<file path="src/rtl/rstpin_pkg.sv">
// Package: shared widths, status bit positions and the status packing function.
// Assumes a 32-bit status word; the field positions are fixed by software.
package rstpin_pkg;
    localparam int STAT_W    = 32;
    localparam int RTYPE_W   = 3;
    localparam int POS_FLAG  = 0;
    localparam int POS_RTYPE = 8;
    localparam int POS_LEVEL = 16;
    localparam int POS_BUSY  = 17;

    typedef struct packed {
        logic               busy;
        logic               level;
        logic [RTYPE_W-1:0] rtype;
        logic               flag;
    } stat_fields_t;

    // Places each field at its bit position; all other bits read as zero.
    function automatic logic [STAT_W-1:0] pack_status(input stat_fields_t f);
        logic [STAT_W-1:0] w;
        w = '0;
        w[POS_FLAG]                       = f.flag;
        w[POS_RTYPE +: RTYPE_W]           = f.rtype;
        w[POS_LEVEL]                      = f.level;
        w[POS_BUSY]                       = f.busy;
        return w;
    endfunction
endpackage

</file>
<file path="src/rtl/rstpin_sync.sv">
// Module: multi-stage resynchronizer for an asynchronous level.
// Assumes STAGES >= 2; all stages reset to RESET_VAL so no false edge
// is seen when the input idles at that value.
module rstpin_sync #(
    parameter int   STAGES    = 2,
    parameter logic RESET_VAL = 1'b1
) (
    input  logic clk,
    input  logic rst_n,
    input  logic async_i,
    output logic sync_o
);
    logic [STAGES-1:0] chain;

    // Shift the async input through the stage chain each rising edge.
    always_ff @(posedge clk) begin
        if (!rst_n) chain <= {STAGES{RESET_VAL}};
        else        chain <= {chain[STAGES-2:0], async_i};
    end

    assign sync_o = chain[STAGES-1];
endmodule

</file>
<file path="src/rtl/rstpin_edge_flag.sv">
// Module: falling-edge detector with a sticky, read-clear flag.
// Assumes level_i is already synchronous; a set in the same cycle as a
// clear takes priority so that no event is lost.
module rstpin_edge_flag (
    input  logic clk,
    input  logic rst_n,
    input  logic level_i,
    input  logic clr_i,
    output logic fall_o,
    output logic flag_o
);
    logic prev_q;

    // Remember the last synchronized level (idle high after reset).
    always_ff @(posedge clk) begin
        if (!rst_n) prev_q <= 1'b1;
        else        prev_q <= level_i;
    end

    assign fall_o = prev_q & ~level_i;

    // Sticky flag: set on a fall, clear on read, set wins.
    always_ff @(posedge clk) begin
        if (!rst_n)      flag_o <= 1'b0;
        else if (fall_o) flag_o <= 1'b1;
        else if (clr_i)  flag_o <= 1'b0;
    end
endmodule

</file>
<file path="src/rtl/rstpin_swrst.sv">
// Module: software reset command tracker.
// Assumes the sequencer raises done_i once when the command finishes;
// requests while busy are dropped, done while idle has no effect.
module rstpin_swrst (
    input  logic clk,
    input  logic rst_n,
    input  logic req_i,
    input  logic done_i,
    output logic go_o,
    output logic busy_o
);
    assign go_o = req_i & ~busy_o;

    // Busy rises on an accepted request and falls on completion.
    always_ff @(posedge clk) begin
        if (!rst_n)                busy_o <= 1'b0;
        else if (go_o)             busy_o <= 1'b1;
        else if (done_i && busy_o) busy_o <= 1'b0;
    end
endmodule

</file>
<file path="src/rtl/rstpin_regs.sv">
// Module: mode register, reset-type holder, status assembly and interrupt gate.
// Assumes strobes are single-cycle and synchronous to clk.
module rstpin_regs
    import rstpin_pkg::*;
#(
    parameter logic [RTYPE_W-1:0] RTYPE_RST = '0
) (
    input  logic               clk,
    input  logic               rst_n,
    input  logic               mode_wr_i,
    input  logic               mode_ue_i,
    input  logic               mode_ie_i,
    input  logic               rtype_ld_i,
    input  logic [RTYPE_W-1:0] rtype_i,
    input  logic               flag_i,
    input  logic               level_i,
    input  logic               busy_i,
    output logic [STAT_W-1:0]  stat_o,
    output logic               irq_o
);
    logic               ue_q;
    logic               ie_q;
    logic [RTYPE_W-1:0] rtype_q;
    stat_fields_t       fields;

    // Mode register: user-reset enable and interrupt enable.
    always_ff @(posedge clk) begin
        if (!rst_n) begin
            ue_q <= 1'b0;
            ie_q <= 1'b0;
        end else if (mode_wr_i) begin
            ue_q <= mode_ue_i;
            ie_q <= mode_ie_i;
        end
    end

    // Cause-of-last-reset holder, loaded by the sequencer.
    always_ff @(posedge clk) begin
        if (!rst_n)          rtype_q <= RTYPE_RST;
        else if (rtype_ld_i) rtype_q <= rtype_i;
    end

    // Gather the fields into the status word.
    always_comb begin
        fields.busy  = busy_i;
        fields.level = level_i;
        fields.rtype = rtype_q;
        fields.flag  = flag_i;
        stat_o       = pack_status(fields);
    end

    assign irq_o = flag_i & ~ue_q & ie_q;
endmodule

</file>
<file path="src/rtl/rstpin_status.sv">
// Module: top of the external reset pin status block.
// Assumes ext_rst_n_i is fully asynchronous and idles high.
module rstpin_status
    import rstpin_pkg::*;
#(
    parameter int SYNC_STAGES = 2
) (
    input  logic               clk,
    input  logic               rst_n,
    input  logic               ext_rst_n_i,
    input  logic               mode_wr_i,
    input  logic               mode_ue_i,
    input  logic               mode_ie_i,
    input  logic               stat_rd_i,
    output logic [STAT_W-1:0]  stat_rdata_o,
    input  logic               swrst_req_i,
    input  logic               swrst_done_i,
    output logic               swrst_go_o,
    input  logic               rtype_ld_i,
    input  logic [RTYPE_W-1:0] rtype_i,
    output logic               irq_o
);
    logic level;
    logic fall;
    logic flag;
    logic busy;

    rstpin_sync #(.STAGES(SYNC_STAGES), .RESET_VAL(1'b1)) u_sync (
        .clk(clk), .rst_n(rst_n), .async_i(ext_rst_n_i), .sync_o(level)
    );

    rstpin_edge_flag u_edge (
        .clk(clk), .rst_n(rst_n), .level_i(level), .clr_i(stat_rd_i),
        .fall_o(fall), .flag_o(flag)
    );

    rstpin_swrst u_swrst (
        .clk(clk), .rst_n(rst_n), .req_i(swrst_req_i), .done_i(swrst_done_i),
        .go_o(swrst_go_o), .busy_o(busy)
    );

    rstpin_regs u_regs (
        .clk(clk), .rst_n(rst_n),
        .mode_wr_i(mode_wr_i), .mode_ue_i(mode_ue_i), .mode_ie_i(mode_ie_i),
        .rtype_ld_i(rtype_ld_i), .rtype_i(rtype_i),
        .flag_i(flag), .level_i(level), .busy_i(busy),
        .stat_o(stat_rdata_o), .irq_o(irq_o)
    );

    logic unused_fall;
    assign unused_fall = fall;
endmodule

</file>
<file path="config.mk">
export PLATFORM = sky130hd
export DESIGN_NAME = rstpin_status
export DESIGN_NICKNAME = d
export VERILOG_FILES = /design/src/rtl/rstpin_pkg.sv /design/src/rtl/rstpin_sync.sv /design/src/rtl/rstpin_edge_flag.sv /design/src/rtl/rstpin_swrst.sv /design/src/rtl/rstpin_regs.sv /design/src/rtl/rstpin_status.sv
export SDC_FILE = /design/constraint.sdc
export NUM_CORES = 1
export LEC_CHECK = 0
export BUFFER_PORTS_ARGS = -buffer_cell sky130_fd_sc_hd__buf_2
export CAP_MARGIN = 25
export CORE_UTILIZATION = 40
export DETAILED_ROUTE_END_ITERATION = 16
export GPL_ROUTABILITY_DRIVEN = 0
export PLACE_DENSITY = 0.95
export SLEW_MARGIN = 20
export SYNTH_ARGS = -nofsm -noshare
export SYNTH_HDL_FRONTEND = slang
export SYNTH_SLANG_ARGS = --single-unit
</file>
<file path="constraint.sdc">
create_clock -name clk -period 1.7 [get_ports clk]
set_input_delay 0.085 -clock clk [delete_from_list [all_inputs] [get_ports clk]]
set_output_delay 0.085 -clock clk [all_outputs]
set_load 0.03 [all_outputs]
</file>
[Word level (Yosys, flattened, before mapping)]
Index checks and enable logic that the tools add are counted.
Word-level totals
  register bits after elaboration: 10
  input bits: 13
  output and inout bits: 34
  word-level logic and storage cells: 21
Cells by class
  muxes and demuxes: 4
  bitwise logic cells: 7
  reductions and logical operators: 3
Operator list (count)
  1-bit bitwise AND: 4
  1-bit two-way mux: 4
  2-bit nonzero test: 2
  1-bit inverter: 3
  1-bit logical AND: 1

[Depth between registers and ports, before layout]
Gate-level depths: netlist of the first run.
  depth in word-level cells: 3
  depth in mapped cells: 2
  depth with buffers taken out: 2

[Cells and area by module]
Synthesis of the first run repeated with hierarchy kept, for this count alone.
Second synthesis, totals
  cell total of the unflattened synthesis: 60
  area total of the unflattened synthesis: 578.1 µm²
Modules (own cells, without submodules)
  rstpin_regs: instances 1, cells an instance 46, area an instance 411.6 µm², seq. area each 100.1 µm²
  rstpin_edge_flag: instances 1, cells an instance 6, area an instance 73.8 µm², seq. area each 40.0 µm²
  rstpin_sync: instances 1, cells an instance 4, area an instance 52.6 µm², seq. area each 40.0 µm²
  rstpin_swrst: instances 1, cells an instance 4, area an instance 40.0 µm², seq. area each 20.0 µm²

[Worst setup path before layout of the first run]
Ideal clock, no wire load.
  path kind: flip-flop to output port
  start: register u_swrst.busy_o
  end: output swrst_go_o
  arrival time: 0.755 ns
  required time: 1.615 ns
  slack: 0.860 ns
  stages on the path, launching flop included: 2
  path buffers: 0
  cell sequence: dfxtp_1 nor2b_1
On the way
  longest elaborated chain between the ends: 2
RTL lines
  start: declaration: line rstpin_swrst.sv:10  | output logic busy_o
  start signal: assignment: line rstpin_swrst.sv:16  | if (!rst_n) busy_o <= 1'b0;
  start signal: assignment: line rstpin_swrst.sv:17  | else if (go_o) busy_o <= 1'b1;
  start signal: assignment: line rstpin_swrst.sv:18  | else if (done_i && busy_o) busy_o <= 1'b0;
  1-bit inverter: line rstpin_swrst.sv:12  | assign go_o = req_i & ~busy_o;
  1-bit bitwise AND: line rstpin_swrst.sv:12
  end: declaration: line rstpin_status.sv:18  | output logic swrst_go_o,
Every way passes these cells.

[Worst setup path after layout of the first run]
  start: register u_regs.ue_q
  end: output irq_o
On the way
  longest elaborated chain between the ends: 3
RTL lines
  start: declaration: line rstpin_regs.sv:21  | logic ue_q;
  start signal: assignment: line rstpin_regs.sv:32  | ue_q <= mode_ue_i;
  1-bit inverter: line rstpin_regs.sv:52  | assign irq_o = flag_i & ~ue_q & ie_q;
  1-bit bitwise AND (2 in a row): line rstpin_regs.sv:52
  end: declaration: line rstpin_status.sv:21  | output logic irq_o
Every way passes these cells.

==> flow_metrics.py, run 1 <==
metrics = {
    "grt": {
        "grtUsageMet2_pct": 19.3,
        "antenna_found_initial": 0,
        "overflow": 0,
        "grt_busiest_layer": "met2",
        "grt_first_pass_wirelength_um": 1080,
        "use_met3_pct": 10.2,
        "grt_pass1_vias": 281,
        "grt_max_degree": 11,
        "grt_use_total_pct": 11.6,
        "met1_usage_pct": 9.25,
    },
    "floorplanning": {
        "fp.dieH_um": 39.8,
        "die_area_mm2": 0.00158,
        "die_w_um": 39.8,
        "top_level_ports": 47,
        "core_mm2": 0.00132,
        "rows": 13,
        "initial_utilization_pct": 43.3,
    },
    "power": {
        "cellPowerDensity_mw_per_mm2": 991,
        "combPwrFrac_pct": 23.9,
        "p_sw_share_pct": 32.6,
        "power_switching_mw": 0.197,
        "vdd_ir_drop_max_mv": 0.524,
        "totalPowerFinal_mw": 0.606,
        "p_int_mw": 0.409,
        "p_leak_nw": 0.347,
        "clockPowerShare_pct": 34.3,
        "pwr-share-seq_pct": 41.8,
    },
    "clocking": {
        "cts_max_path_buffers": 2,
        "cts-root-buf": "clkbuf_4",
        "clock_sinks": 10,
        "cts-buffers-inserted": 3,
        "holdBufCountCts": 1,
        "htree_levels": 1,
        "cts_tree": "done",
        "cts_setup_buffers": 0,
        "worstSkewPairLatency_ps": 260,
        "clkTransAtPathRegs_ps": 60,
        "postCtsResizedCells": 0,
    },
    "routing": {
        "wl_per_cell_um": 7.53,
        "via_per_inst": 3.85,
        "wirelength_um": 723,
        "drtPass1Iterations": 2,
        "drt_iter0_markers": 6,
        "ant_nets": 0,
        "vias": 370,
        "remaining_drc_errors": 0,
    },
    "synthesis": {
        "synthAdderAreaFrac_pct": 0,
        "synth_seq_cells": 10,
        "synth_xor_area_share_pct": 0,
        "synthMuxAreaShare_pct": 8.77,
        "synth_top_family_by_area": "buffers and inverters",
        "yosys_warnings": 0,
        "synthCells": 60,
        "ys_seq_area_share_pct": 35.1,
        "synth_area_per_cell_um2": 9.51,
        "synthSimpleGateAreaFrac_pct": 14.3,
        "netlist_area_um2": 571,
        "synth_cell_types": 10,
        "synth_compound_area_share_pct": 3.07,
    },
    "sta": {
        "slew_violations": 0,
        "rsz0062_at_grt": "no",
        "tns_ps": 0,
        "fmax_ghz": 0.960,
        "fin_crit_sh_pct": 61.3,
        "min_period_ps": 1040,
        "hold_violations": 0,
        "holdWs_ps": 61.6,
        "setup_violations": 0,
        "finalClockSkew_ps": 6.20,
    },
    "critical_path": {
        "end_kind": "primary output",
        "cp-startpoint": "u_regs.ue_q$_SDFFE_PN0P_",
        "crit_arrival_ps": 960,
        "critPathMaxFanout": 2,
        "reg2reg_depth": 2,
        "reg2reg_to": "u_swrst.busy_o$_SDFFE_PN0P_",
        "worst-setup-path-type": "reg -> out",
        "required_ps": 1620,
        "regToRegStartpoint": "u_swrst.busy_o$_SDFFE_PN0P_",
        "r2r_setup_slack_ps": 1040,
        "cp-start-kind": "flip-flop",
    },
    "worst_hold_path": {
        "hold_end": "u_swrst.busy_o$_SDFFE_PN0P_",
        "holdPathStages": 2,
        "worstHoldStart": "swrst_req_i",
        "worstHoldPathType": "in -> reg",
    },
    "flow_run": {
        "max_cap_viol_count": 0,
    },
    "finish": {
        "stdcell_count": 96,
        "drive_gt1_share_pct": 29.6,
        "layout_common_cells": "conb_1 (26), buf_2 (20), dfxtp_1 (10)",
        "syn_to_final_growth_pct": 7.24,
        "antenna_cells": 0,
        "layout.nets": 95,
        "final_common_cell": "conb_1",
    },
    "status": {
        "status": "completed",
    },
    "placed_design": {
        "dp.cells": 91,
        "dp_hpwl_um": 605,
        "io_buffers": 20,
    },
}
## per-stage QoR
stage / area [um^2] / util (%) / setup slack [ps]
3_3_place_gp: 566 / 42.9 / 965
4_1_cts: 612 / 46.4 / 638
5_1_grt: 612 / 46.4 / 577
3_5_place_dp: 566 / 42.9 / 939
6_report: 612 / 46.4 / 658
2_1_floorplan: 664 / - / 860
## power groups by stage
stage          clock [mW]  sequential (mW)  combinational, mW
5_1_grt             0.236            0.255              0.157
3_3_place_gp            0            0.258              0.141
3_5_place_dp            0            0.259              0.144
6_report            0.208            0.253              0.145
2_1_floorplan           0            0.266              0.157
4_1_cts             0.218            0.253              0.145
## synth_stat cells
master | count | area, um^2
dfxtp_1 | 10 | 200
buf_4 | 29 | 218
nor2b_1 | 6 | 37.5
conb_1 | 1 | 3.75
nand2_1 | 1 | 3.75
and3b_1 | 1 | 8.76
o211a_1 | 1 | 10.0
a21boi_1 | 1 | 7.51
nand2b_1 | 5 | 31.3
mux2i_1 | 5 | 50.1
## cell type report
| type | count | area (um^2) |
|---|---|---|
| clock buffer | 4 | 36.3 |
| fill | 134 | 706 |
| multi-input combinational | 46 | 246 |
| sequential | 10 | 200 |
| tap | 15 | 18.8 |
| timing repair buffer | 21 | 110 |
## cell families after synthesis
family / Yosys count
AO/OA/AOI/OAI: 2
AND/OR/NAND/NOR: 13
flip-flops: 10
other: 1
multiplexers: 5
buffers and inverters: 29
## state kept, by name (all words and copies together) (netlist names)
register / count
u_edge.flag_o: 1
u_edge.prev_q: 1
u_regs.ie_q: 1
u_regs.rtype_q: 3
u_regs.ue_q: 1
u_swrst.busy_o: 1
u_sync.chain: 2
## per-layer routing
metal / wire, um / part of all wire (%) / vias up
met1: 214 / 30 / 167
met4: 14 / 1.9 / 0
met3: 91 / 13 / 3
met2: 403 / 56 / 26
li1: - / - / 174
met5: 0 / 0 / -
## critical path, stage by stage, from the launching register on
cell and delay, ps:
dfxtp_1 310, and3b_1 190, buf_2 190
## worst max-delay path by stage
stage,endpoint,cells after the start
finish,irq_o,2
floorplan,swrst_go_o,1
detailed placement,irq_o,2
global placement,irq_o,2
CTS,irq_o,2
global route,irq_o,2
No activity file was read; power rests on OpenSTA's default activity.
==> run 2, diff against run 1 <==
--- a/config.mk
+++ b/config.mk
@@ -5,12 +5,13 @@
 export SDC_FILE = /design/constraint.sdc
 export NUM_CORES = 1
 export LEC_CHECK = 0
+export ABC_AREA = 1
 export BUFFER_PORTS_ARGS = -buffer_cell sky130_fd_sc_hd__buf_2
 export CAP_MARGIN = 25
-export CORE_UTILIZATION = 40
+export CORE_UTILIZATION = 36
 export DETAILED_ROUTE_END_ITERATION = 16
 export GPL_ROUTABILITY_DRIVEN = 0
-export PLACE_DENSITY = 0.95
+export PLACE_DENSITY = 0.88
 export SLEW_MARGIN = 20
 export SYNTH_ARGS = -nofsm -noshare
 export SYNTH_HDL_FRONTEND = slang
==> constraint.sdc (replaced) <==
create_clock -name clk -period 1.05 [get_ports clk]
set_input_delay 0.0525 -clock clk [delete_from_list [all_inputs] [get_ports clk]]
set_output_delay 0.0525 -clock clk [all_outputs]
set_load 0.03 [all_outputs]
==> run 2 against run 1 <==
  * Synthesized area is 1.8% lower
  * Die area rose by 8.7%
  * Largest cell class unchanged
  * Critical path type unchanged
  * Worst setup slack got worse by 580 ps
  * Core utilization decreased by 1.4 points
  * Register-to-register slack worse by 620 ps
  * Count of clock-buffer cells in the layout stayed put
  * Sequential cell count is the same
  * First-iteration DRC count fell by 83%
  * Global-route usage is 1.2 points lower
==> flow_metrics.py, run 2 <==
metrics = {
    "power": {
        "cellPowerDensity_mw_per_mm2": 1600,
        "p_leak_nw": 0.363,
        "vdd_ir_drop_max_mv": 0.789,
        "totalPowerFinal_mw": 0.983,
    },
    "placed_design": {
        "dp.cells": 104,
        "dpl_worst_slack_ps": 326,
        "dp_hpwl_um": 637,
        "io_buffers": 20,
    },
    "sta": {
        "fin_ws_ps": 75.0,
        "tns_ps": 0,
        "min_period_ps": 975,
        "finalClockSkew_ps": 3.36,
        "slew_violations": 0,
        "rsz0062_at_grt": "no",
        "fmax_ghz": 1.03,
        "setup_violations": 0,
        "fin_crit_sh_pct": 92.9,
        "hold_violations": 0,
    },
    "synthesis": {
        "synth_cell_types": 11,
        "synthArstFlopShare_pct": 0,
        "synth_edf_count": 0,
        "yosys_warnings": 0,
        "synth_ff_type": "dfxtp_1",
        "netlist_area_um2": 561,
        "synth_area_per_cell_um2": 7.68,
        "synth_seq_cells": 10,
        "ys_seq_area_share_pct": 35.7,
        "synth_top_cell_by_area": "buf_4",
        "synth_commonest_cells": "buf_4 (29), nor2_1 (11), dfxtp_1 (10)",
        "synth_most_common_cell": "buf_4",
        "synth_top_area_share_pct": 38.8,
        "synthTopCellsByArea": "buf_4 (39%), dfxtp_1 (36%), nor2_1 (7.4%)",
        "synthCells": 73,
    },
    "clocking": {
        "clkTransAtPathRegs_ps": 70,
        "cts_setup_buffers": 0,
        "htree_levels": 1,
        "cts_max_path_buffers": 2,
        "worstSkewPairLatency_ps": 260,
        "cts-buffers-inserted": 3,
        "clock_sinks": 10,
        "cts-root-buf": "clkbuf_4",
        "cts_tree": "done",
    },
    "floorplanning": {
        "die_area_mm2": 0.00172,
        "core_mm2": 0.00137,
        "fp.dieH_um": 41.5,
        "initial_utilization_pct": 41.0,
        "die_w_um": 41.5,
        "top_level_ports": 47,
        "rows": 13,
    },
    "finish": {
        "largest_reg_flops": 3,
        "layout.nets": 109,
        "drive_gt1_share_pct": 27.4,
        "layout_common_cells": "conb_1 (26), buf_2 (19), nor2_1 (11)",
        "largest_register": "u_regs.rtype_q",
        "final_common_cell": "conb_1",
        "syn_to_final_growth_pct": 9.82,
        "reg_top3": "u_regs.rtype_q x3, u_sync.chain x2",
        "stdcell_count": 110,
        "antenna_cells": 0,
    },
    "critical_path": {
        "cpMostUsedCell": "inv_1",
        "cp-start-kind": "flip-flop",
        "path_cells": "inv_1 > nand2_1 > inv_1 > buf_2",
        "crit_family": "flip-flops",
        "required_ps": 1000,
        "critPathMaxFanout": 3,
        "crit_arrival_ps": 920,
        "path_buf_inv": 3,
        "critPathMaxStageDelay_ps": 350,
        "worst-setup-path-type": "reg -> out",
        "end_kind": "primary output",
        "cpMaxStageDelayCell": "dfxtp_1",
    },
    "worst_hold_path": {
        "worstHoldPathType": "in -> reg",
    },
    "grt": {
        "grt_busiest_layer": "met2",
        "grt_first_pass_wirelength_um": 1360,
        "grt_max_degree": 10,
        "antenna_found_initial": 0,
        "grt_use_total_pct": 10.4,
        "met1_usage_pct": 10.4,
        "overflow": 0,
        "grtUsageMet2_pct": 18.1,
        "use_met3_pct": 2.61,
        "grt_pass1_vias": 357,
    },
    "status": {
        "status": "completed",
    },
    "routing": {
        "drt_iter0_markers": 1,
        "wirelength_um": 772,
        "vias": 406,
        "ant_nets": 0,
        "via_per_inst": 3.69,
        "remaining_drc_errors": 0,
        "drtPass1Iterations": 2,
        "wl_per_cell_um": 7.02,
    },
    "flow_run": {
        "max_cap_viol_count": 0,
    },
}
## run 2: power by group
group          total [mW]  internal, mW  leakage [nW]  switching [mW]
Combinational       0.238        0.0458         0.259           0.192
Clock               0.333         0.210        0.0210           0.123
Sequential          0.412         0.402        0.0833          0.0102
## run 2: final timing paths
check	slack [ps]	depth (start not counted)	endpoint	start
setup / recovery	70	4	swrst_go_o	u_swrst.busy_o$_SDFFE_PN0P_
hold reg to reg	410	1	u_sync.chain[1]$_SDFF_PN1_	u_sync.chain[0]$_SDFF_PN1_
hold / removal	20	3	u_regs.rtype_q[1]$_SDFFE_PN0P_	rtype_i[1]
setup reg to reg	420	3	u_swrst.busy_o$_SDFFE_PN0P_	u_swrst.busy_o$_SDFFE_PN0P_
## run 2: what timing repair did
action	CTS	global route
setup endpoints to repair	0	1
gates resized for setup	0	3
endpoints found under the hold margin	2	0
hold buffers	2	0
## run 2: layout make-up
class / instances / area (um^2)
clock buffers: 4 / 36.3
multi-input cells: 52 / 210
inverters: 7 / 26.3
repair buffers: 22 / 123
well taps: 15 / 18.8
flip-flops and latches: 10 / 201
fillers: 141 / 751
## run 2: worst min-delay path, delay by kind of cell
kind / cells / cell delay, ps
buffers and inverters: 1 / 70
AND/OR/NAND/NOR: 2 / 110
## run 2: layer usage
layer | up-vias | wire, um
li1 | 207 | -
met1 | 167 | 296
met4 | 0 | 0
met5 | - | 0
met3 | 0 | 71
met2 | 32 | 404
## run 2: stage by stage
stage                     cell area (um^2)  hold slack, ps  utilization (%)
after floorplan                        654             121                -
after global placement                 556             235             40.7
after detailed placement               556             237             40.7
after CTS                              612            8.37             44.8
after global routing                   616            14.3             45.1
final                                  616            16.1             45.1
## run 2: cell families after synthesis
| logic type | after synthesis | share of synthesized area, % |
|---|---|---|
| buf+inv | 36 | 43.5 |
| simple gates | 19 | 13.8 |
| other cells | 1 | 0.669 |
| flops | 10 | 35.7 |
| compound gates | 7 | 6.25 |
